===== config.mk =====
export PLATFORM = sky130hd
export DESIGN_NAME = ssrx_port
export DESIGN_NICKNAME = d
export VERILOG_FILES = /design/src/rtl/ssrx_pkg.sv /design/src/rtl/ssrx_mclk.sv /design/src/rtl/ssrx_slave_edge.sv /design/src/rtl/ssrx_shift.sv /design/src/rtl/ssrx_port.sv
export SDC_FILE = /design/constraint.sdc
export NUM_CORES = 1
export LEC_CHECK = 0
export ABC_AREA = 0
export CORE_UTILIZATION = 50
export DETAILED_ROUTE_END_ITERATION = 10
export GPL_ROUTABILITY_DRIVEN = 0
export PLACE_DENSITY = 0.82
export SLEW_MARGIN = 20
export SYNTH_ARGS = -nofsm -noshare
export SYNTH_HDL_FRONTEND = slang
export SYNTH_SLANG_ARGS = --single-unit

===== constraint.sdc =====
create_clock -name clk -period 2.75 [get_ports clk]
set_input_delay 0.4125 -clock clk [delete_from_list [all_inputs] [get_ports clk]]
set_output_delay 0.4125 -clock clk [all_outputs]
set_load 0.01 [all_outputs]

===== src/rtl/ssrx_pkg.sv =====
package ssrx_pkg;

   typedef enum logic [1:0] {
      OP_OFF = 2'b00,
      OP_RX  = 2'b01,
      OP_TX  = 2'b10,
      OP_RSV = 2'b11
   } op_e;

   typedef struct packed {
      logic ext_clk;
      logic ck_type;
      logic lsb_first;
      logic len16;
      op_e  op;
   } cfg_t;

   localparam int unsigned CFG_W     = $bits(cfg_t);
   localparam logic [1:0]  ADDR_CTRL = 2'd0;
   localparam logic [1:0]  ADDR_DIV  = 2'd1;
   localparam logic [1:0]  ADDR_DATA = 2'd2;

endpackage


===== src/rtl/ssrx_mclk.sv =====
module ssrx_mclk #(
   parameter int unsigned DIV_W = 8
) (
   input  logic             clk,
   input  logic             rst_n,
   input  logic             run,
   input  logic             idle_lvl,
   input  logic [DIV_W-1:0] div,
   output logic             sck,
   output logic             evt
);

   logic [DIV_W-1:0] cnt_q;
   logic             sck_q;
   logic             wrap;

   assign wrap = (cnt_q == div);
   // The sample edge is the toggle that returns the clock to its idle level.
   assign evt  = run && wrap && (sck_q != idle_lvl);
   assign sck  = sck_q;

   always_ff @(posedge clk or negedge rst_n) begin
      if (!rst_n) begin
         cnt_q <= '0;
         sck_q <= 1'b1;
      end else if (!run) begin
         cnt_q <= '0;
         sck_q <= idle_lvl;
      end else if (wrap) begin
         cnt_q <= '0;
         sck_q <= ~sck_q;
      end else begin
         cnt_q <= cnt_q + 1'b1;
      end
   end

   p_sck_idle_r6: assert property (@(posedge clk) disable iff (!rst_n)
      (!run && $past(!run) && $stable(idle_lvl)) |-> (sck == idle_lvl));

endmodule


===== src/rtl/ssrx_slave_edge.sv =====
module ssrx_slave_edge #(
   parameter int unsigned STAGES = 2
) (
   input  logic clk,
   input  logic rst_n,
   input  logic run,
   input  logic samp_lvl,
   input  logic sck_in,
   input  logic sin,
   output logic evt,
   output logic sin_s
);

   logic [STAGES-1:0] sck_sy;
   logic [STAGES-1:0] sin_sy;
   logic              sck_prev;

   for (genvar i = 0; i < STAGES; i++) begin : g_stage
      if (i == 0) begin : g_first
         always_ff @(posedge clk or negedge rst_n) begin
            if (!rst_n) begin
               sck_sy[0] <= 1'b0;
               sin_sy[0] <= 1'b0;
            end else begin
               sck_sy[0] <= sck_in;
               sin_sy[0] <= sin;
            end
         end
      end else begin : g_next
         always_ff @(posedge clk or negedge rst_n) begin
            if (!rst_n) begin
               sck_sy[i] <= 1'b0;
               sin_sy[i] <= 1'b0;
            end else begin
               sck_sy[i] <= sck_sy[i-1];
               sin_sy[i] <= sin_sy[i-1];
            end
         end
      end
   end

   always_ff @(posedge clk or negedge rst_n) begin
      if (!rst_n) sck_prev <= 1'b0;
      else        sck_prev <= sck_sy[STAGES-1];
   end

   assign evt   = run && (sck_sy[STAGES-1] == samp_lvl) && (sck_prev != samp_lvl);
   assign sin_s = sin_sy[STAGES-1];

endmodule


===== src/rtl/ssrx_shift.sv =====
module ssrx_shift #(
   parameter int unsigned SHORT_LEN = 8,
   parameter int unsigned LONG_LEN  = 16
) (
   input  logic                clk,
   input  logic                rst_n,
   input  logic                run,
   input  logic                evt,
   input  logic                bit_in,
   input  logic                len16,
   input  logic                lsb_first,
   output logic                done,
   output logic [LONG_LEN-1:0] word
);

   localparam int unsigned CNT_W = $clog2(LONG_LEN);
   localparam logic [CNT_W-1:0] LAST_S = CNT_W'(SHORT_LEN - 1);
   localparam logic [CNT_W-1:0] LAST_L = CNT_W'(LONG_LEN - 1);

   logic [LONG_LEN-1:0] sh_q;
   logic [LONG_LEN-1:0] nxt;
   logic [CNT_W-1:0]    cnt_q;
   logic [CNT_W-1:0]    last;

   assign last = len16 ? LAST_L : LAST_S;

   always_comb begin
      nxt = sh_q;
      if (!lsb_first) begin
         nxt = {sh_q[LONG_LEN-2:0], bit_in};
      end else if (len16) begin
         nxt = {bit_in, sh_q[LONG_LEN-1:1]};
      end else begin
         nxt[SHORT_LEN-1:0] = {bit_in, sh_q[SHORT_LEN-1:1]};
      end
   end

   assign done = evt && (cnt_q == last);
   assign word = len16 ? nxt : {{(LONG_LEN-SHORT_LEN){1'b0}}, nxt[SHORT_LEN-1:0]};

   always_ff @(posedge clk or negedge rst_n) begin
      if (!rst_n) begin
         sh_q  <= '0;
         cnt_q <= '0;
      end else if (!run) begin
         sh_q  <= '0;
         cnt_q <= '0;
      end else if (evt) begin
         sh_q  <= nxt;
         cnt_q <= done ? '0 : cnt_q + 1'b1;
      end
   end

   p_cnt_bound_r4: assert property (@(posedge clk) disable iff (!rst_n)
      run |-> (cnt_q <= last));

endmodule


===== src/rtl/ssrx_port.sv =====
module ssrx_port
   import ssrx_pkg::*;
#(
   parameter int unsigned SHORT_LEN   = 8,
   parameter int unsigned LONG_LEN    = 16,
   parameter int unsigned DIV_W       = 8,
   parameter int unsigned SYNC_STAGES = 2
) (
   input  logic                clk,
   input  logic                rst_n,
   input  logic                reg_wr,
   input  logic [1:0]          reg_addr,
   input  logic [LONG_LEN-1:0] reg_wdata,
   output logic [LONG_LEN-1:0] reg_rdata,
   input  logic                sin,
   input  logic                sck_in,
   output logic                sck_out,
   output logic                sck_oe,
   output logic                sout,
   output logic                irq
);

   localparam int unsigned CTRL_W = CFG_W + 1;

   if (SHORT_LEN == 0 || SHORT_LEN >= LONG_LEN) begin : g_bad_len
      $error("SHORT_LEN must be nonzero and below LONG_LEN");
   end
   if (DIV_W > LONG_LEN || CTRL_W > LONG_LEN) begin : g_bad_w
      $error("register fields exceed the register width");
   end
   if (SYNC_STAGES < 2) begin : g_bad_sync
      $error("SYNC_STAGES must be at least 2");
   end

   cfg_t                cfg_q;
   cfg_t                cfg_wr;
   logic                go_q;
   logic                irq_q;
   logic [DIV_W-1:0]    div_q;
   logic [LONG_LEN-1:0] data_q;
   logic                ctrl_wr;
   logic                div_wr;
   logic                abort;
   logic                m_evt;
   logic                s_evt;
   logic                s_bit;
   logic                evt;
   logic                bit_in;
   logic                done;
   logic [LONG_LEN-1:0] word;
   logic                wdata_unused;

   assign cfg_wr  = cfg_t'(reg_wdata[CTRL_W-1:1]);
   assign ctrl_wr = reg_wr && (reg_addr == ADDR_CTRL);
   assign div_wr  = reg_wr && (reg_addr == ADDR_DIV);
   assign abort   = ctrl_wr && go_q && !reg_wdata[0];
   assign wdata_unused = ^reg_wdata[LONG_LEN-1:CTRL_W];

   ssrx_mclk #(.DIV_W(DIV_W)) u_mclk (
      .clk      (clk),
      .rst_n    (rst_n),
      .run      (go_q && !cfg_q.ext_clk),
      .idle_lvl (!cfg_q.ck_type),
      .div      (div_q),
      .sck      (sck_out),
      .evt      (m_evt)
   );

   ssrx_slave_edge #(.STAGES(SYNC_STAGES)) u_sedge (
      .clk      (clk),
      .rst_n    (rst_n),
      .run      (go_q && cfg_q.ext_clk),
      .samp_lvl (!cfg_q.ck_type),
      .sck_in   (sck_in),
      .sin      (sin),
      .evt      (s_evt),
      .sin_s    (s_bit)
   );

   assign evt    = cfg_q.ext_clk ? s_evt : m_evt;
   assign bit_in = cfg_q.ext_clk ? s_bit : sin;

   ssrx_shift #(.SHORT_LEN(SHORT_LEN), .LONG_LEN(LONG_LEN)) u_shift (
      .clk       (clk),
      .rst_n     (rst_n),
      .run       (go_q),
      .evt       (evt),
      .bit_in    (bit_in),
      .len16     (cfg_q.len16),
      .lsb_first (cfg_q.lsb_first),
      .done      (done),
      .word      (word)
   );

   always_ff @(posedge clk or negedge rst_n) begin
      if (!rst_n) begin
         cfg_q  <= '0;
         go_q   <= 1'b0;
         irq_q  <= 1'b0;
         div_q  <= '0;
         data_q <= '0;
      end else begin
         irq_q <= 1'b0;
         if (ctrl_wr && !go_q) begin
            cfg_q <= cfg_wr;
            go_q  <= reg_wdata[0] && (cfg_wr.op == OP_RX);
         end else if (abort) begin
            go_q <= 1'b0;
         end else if (done) begin
            go_q   <= 1'b0;
            irq_q  <= 1'b1;
            data_q <= word;
         end
         if (div_wr && !go_q) begin
            div_q <= reg_wdata[DIV_W-1:0];
         end
      end
   end

   always_comb begin
      reg_rdata = '0;
      case (reg_addr)
         ADDR_CTRL: reg_rdata[CTRL_W-1:0] = {cfg_q, go_q};
         ADDR_DIV:  reg_rdata[DIV_W-1:0]  = div_q;
         ADDR_DATA: reg_rdata             = data_q;
         default:   reg_rdata             = '0;
      endcase
   end

   assign sck_oe = !cfg_q.ext_clk;
   assign sout   = (cfg_q.op == OP_RX);
   assign irq    = irq_q;

   p_irq_single_r3: assert property (@(posedge clk) disable iff (!rst_n)
      irq |=> !irq);
   p_irq_go_clear_r3: assert property (@(posedge clk) disable iff (!rst_n)
      irq |-> !go_q);
   p_irq_rx_mode_r9: assert property (@(posedge clk) disable iff (!rst_n)
      irq |-> sout);
   p_upper_zero_r10: assert property (@(posedge clk) disable iff (!rst_n)
      (irq && !cfg_q.len16) |-> (data_q[LONG_LEN-1:SHORT_LEN] == '0));
   p_abort_quiet_r11: assert property (@(posedge clk) disable iff (!rst_n)
      abort |=> (!irq && $stable(data_q)));
   p_busy_lock_r12: assert property (@(posedge clk) disable iff (!rst_n)
      (go_q && $past(go_q)) |-> ($stable(cfg_q) && $stable(div_q)));

endmodule


==> results.py <==
metrics = {
    "power": {
        "ir_drop_v": 0.000326,
        "p_per_area_mw_per_mm2": 582,
        "power_leakage_nw": 1.93,
        "p_sw_share_pct": 29.0,
        "pwr-share-clk_pct": 32.9,
        "pwr-share-comb_pct": 20.1,
        "power.internal_mw": 1.69,
        "pwr-share-seq_pct": 47.0,
        "p_sw_mw": 0.691,
    },
    "setup_path": {
        "endpoint_kind": "primary output",
        "critical-path-top-delay-family": "buffers and inverters",
        "cp_max_fo": 8,
        "crit_buf_inv": 3,
        "cp.required_ps": 2340,
        "crit_top_cell": "clkdlybuf4s50_1",
        "crit_type": "input port to primary output",
        "cp-start-kind": "input port",
        "rrSetupSlack_ps": 700,
        "cp-startpoint": "reg_addr[1]",
        "worstSetupPathDepth": 6,
        "crit_path_max_incr_delay_ps": 520,
        "crit_arrival_ps": 2240,
        "worstPathCellList": "clkdlybuf4s50_1 > inv_1 > ha_2 > a222oi_1 > nor2_1 > clkdlybuf4s50_1",
        "worstReg2RegStart": "cfg_q[5]$_DFFE_PN0P_",
        "r2r_cells": 6,
        "slowest_stage": "clkdlybuf4s50_1",
    },
    "global_route": {
        "grt_max_degree": 39,
        "grt_pass1_vias": 2413,
        "grt_overflow": 0,
        "grt_pass1_wl_um": 11700,
        "antenna_found_initial": 0,
        "grt_use_total_pct": 21.0,
    },
    "die": {
        "dieArea_mm2": 0.00731,
        "die_w_um": 85.5,
        "ios": 43,
        "start_util_pct": 51.6,
        "rows": 30,
        "fp.coreArea_mm2": 0.00676,
        "die_h_um": 85.5,
    },
    "synthesis": {
        "synth-seq-cells": 66,
        "synthesis.nets": 335,
        "async_flop_share_pct": 100,
        "synth_warnings": 0,
        "ys_types": 43,
        "syn_area_mm2": 0.00349,
        "seq_area_frac_synth_pct": 47.4,
        "synth_flop_cell": "dfrtp_1",
        "syn_inst": 306,
        "synth.avg_cell_area_um2": 11.4,
        "synth_edf_count": 0,
    },
    "min_path": {
        "hold_class": "input port to async pin",
    },
    "sta": {
        "min_period_ps": 2650,
        "fin_setup_tns_ps": 0,
        "tightest_slew_ps": 699,
        "relSlewSlack_pct": 53.4,
        "finalCritPeriodShare_pct": 96.5,
        "slew_violations": 0,
        "max_freq_mhz": 377,
        "fin_skew_ps": 8.70,
        "final-hold-violation-count": 0,
        "setup_viol": 0,
        "rsz0062_at_grt": "false",
        "setup_ws_ps": 96.3,
    },
    "flow_run": {
        "drv_cap": 0,
    },
    "clock_tree": {
        "clk_latency_ps": 340,
        "cts-root-buf": "clkbuf_8",
        "clockBufferDepth": 2,
        "cts.sinks": 66,
        "htreeDepth": 3,
        "cts_tree": "yes",
        "cts_inserted_buffers": 9,
        "clkSlewWorstSetupHoldPaths_ps": 70,
    },
    "layout": {
        "layout_common_cells": "65 x dfrtp_1, 32 x clkdlybuf4s50_1, 29 x mux2_2",
        "areaGrowthSynthToFinish_pct": 17.5,
        "diodes": 0,
        "final_nets": 372,
        "layout_commonest_cell": "dfrtp_1",
        "nFillCells": 552,
        "drive_gt1_share_pct": 20.1,
    },
    "route": {
        "vias": 2375,
        "ant_nets": 0,
        "drcViolationCount": 0,
        "post_drt_via_cell_ratio": 5.55,
        "totalWireLength_um": 7040,
        "firstDrtPassIters": 4,
        "avgRoutedWirePerCell_um": 16.5,
        "drt_iter0_markers": 128,
    },
    "status": {
        "run_status": "finished, final reports clean",
    },
    "placement": {
        "pre_cts_slack_ps": 42.1,
        "port_buffers": 34,
        "hpwl_um": 4990,
    },
}
-- final cells by class --
type	count	area (um^2)	share of cell area, %
Multi-Input combinational cell	214	1700	41.5
Sequential cell	66	1650	40.3
Timing Repair Buffer	42	423	10.3
Clock buffer	11	131	3.21
Tap cell	80	100	2.44
Clock inverter	5	55.1	1.34
Inverter	10	37.5	0.916
-- layer usage --
metal	share of wire [%]	global-route usage [%]	wire, um
met1	44	27.5	3130
met2	49	33.6	3480
met3	4.0	4.72	284
met4	2.1	9.55	149
met5	0	0	0
-- sequential cells by signal (all words and copies together), names as in the netlist --
register,count
cfg_q,6
data_q,16
div_q,8
go_q,1
irq,1
u_mclk.cnt_q,8
u_mclk.sck,1
u_sedge.sck_prev,1
u_sedge.sck_sy,2
u_sedge.sin_s,1
u_sedge.sin_sy,1
u_shift.cnt_q,4
u_shift.sh_q,16
-- synth_stat cells (all sizes together), types with 2 or more instances --
cell type | number | area (um^2)
nand4 | 2 | 25.0
a222oi | 7 | 70.1
nor2 | 19 | 71.3
nand2 | 27 | 101
o31ai | 2 | 15.0
ha | 6 | 75.1
and3 | 3 | 18.8
clkbuf | 8 | 31.3
inv | 10 | 37.5
and2 | 14 | 87.6
buf | 8 | 73.8
nor3 | 3 | 26.3
xor2 | 6 | 52.6
a21o | 3 | 22.5
nor2b | 9 | 56.3
or2 | 2 | 12.5
mux2i | 28 | 280
mux2 | 37 | 439
dfrtp | 65 | 1630
a21oi | 3 | 15.0
nand3 | 8 | 40.0
o21ai | 13 | 65.1
xnor2 | 12 | 128
-- worst paths after layout --
| check | to |
|---|---|
| max | reg_rdata[0] |
| min | data_q[10]$_DFFE_PN0P_ |
| max reg2reg | u_shift.sh_q[15]$_DFFE_PN0P_ |
| min reg2reg | u_sedge.sck_sy[1]$_DFF_PN0_ |
| max in group asynchronous | u_mclk.sck$_DFFE_PN1P_ |
| min in group clk | u_sedge.sck_sy[1]$_DFF_PN0_ |
-- power by group through the flow --
| stage | Clock [mW] | Sequential [mW] | Combinational (mW) |
|---|---|---|---|
| finish | 0.785 | 1.12 | 0.478 |
| global route | 0.840 | 1.13 | 0.522 |
| CTS | 0.795 | 1.12 | 0.479 |
| detailed placement | 0 | 1.14 | 0.476 |
| global placement | 0 | 1.14 | 0.463 |
| floorplan | 0 | 1.11 | 0.337 |
-- per-stage QoR --
stage | util [%] | hold slack (ps) | std cells | power [mW] | cell area (um^2)
3_3_place_gp | 57.8 | 335 | 412 | 1.60 | 3900
2_1_floorplan | - | 117 | 306 | 1.44 | 3490
4_1_cts | 60.5 | 120 | 428 | 2.40 | 4090
3_5_place_dp | 57.8 | 335 | 412 | 1.62 | 3900
5_1_grt | 60.7 | 140 | 428 | 2.49 | 4100
6_report | 60.7 | 113 | 428 | 2.38 | 4100
-- logic make-up (layout without fill, tap and decap cells) --
logic type,count (synthesis),after routing,share of synthesized area [%]
AND/OR/NAND/NOR,92,92,13.7
multiplexers,65,65,20.6
flip-flops,66,66,47.4
XOR/XNOR,18,18,5.17
buffers and inverters,26,68,4.09
adder cells (fa/ha/maj),6,6,2.15
AO/OA/AOI/OAI,33,33,6.89
-- repair_timing --
item,in CTS,in global routing
setup buffers,0,0
hold buffers,0,0
endpoints found under the setup margin,0,4
resized for setup,0,4
hold endpoints to repair,0,0
Note: power is estimated with default switching activity, not from simulation.
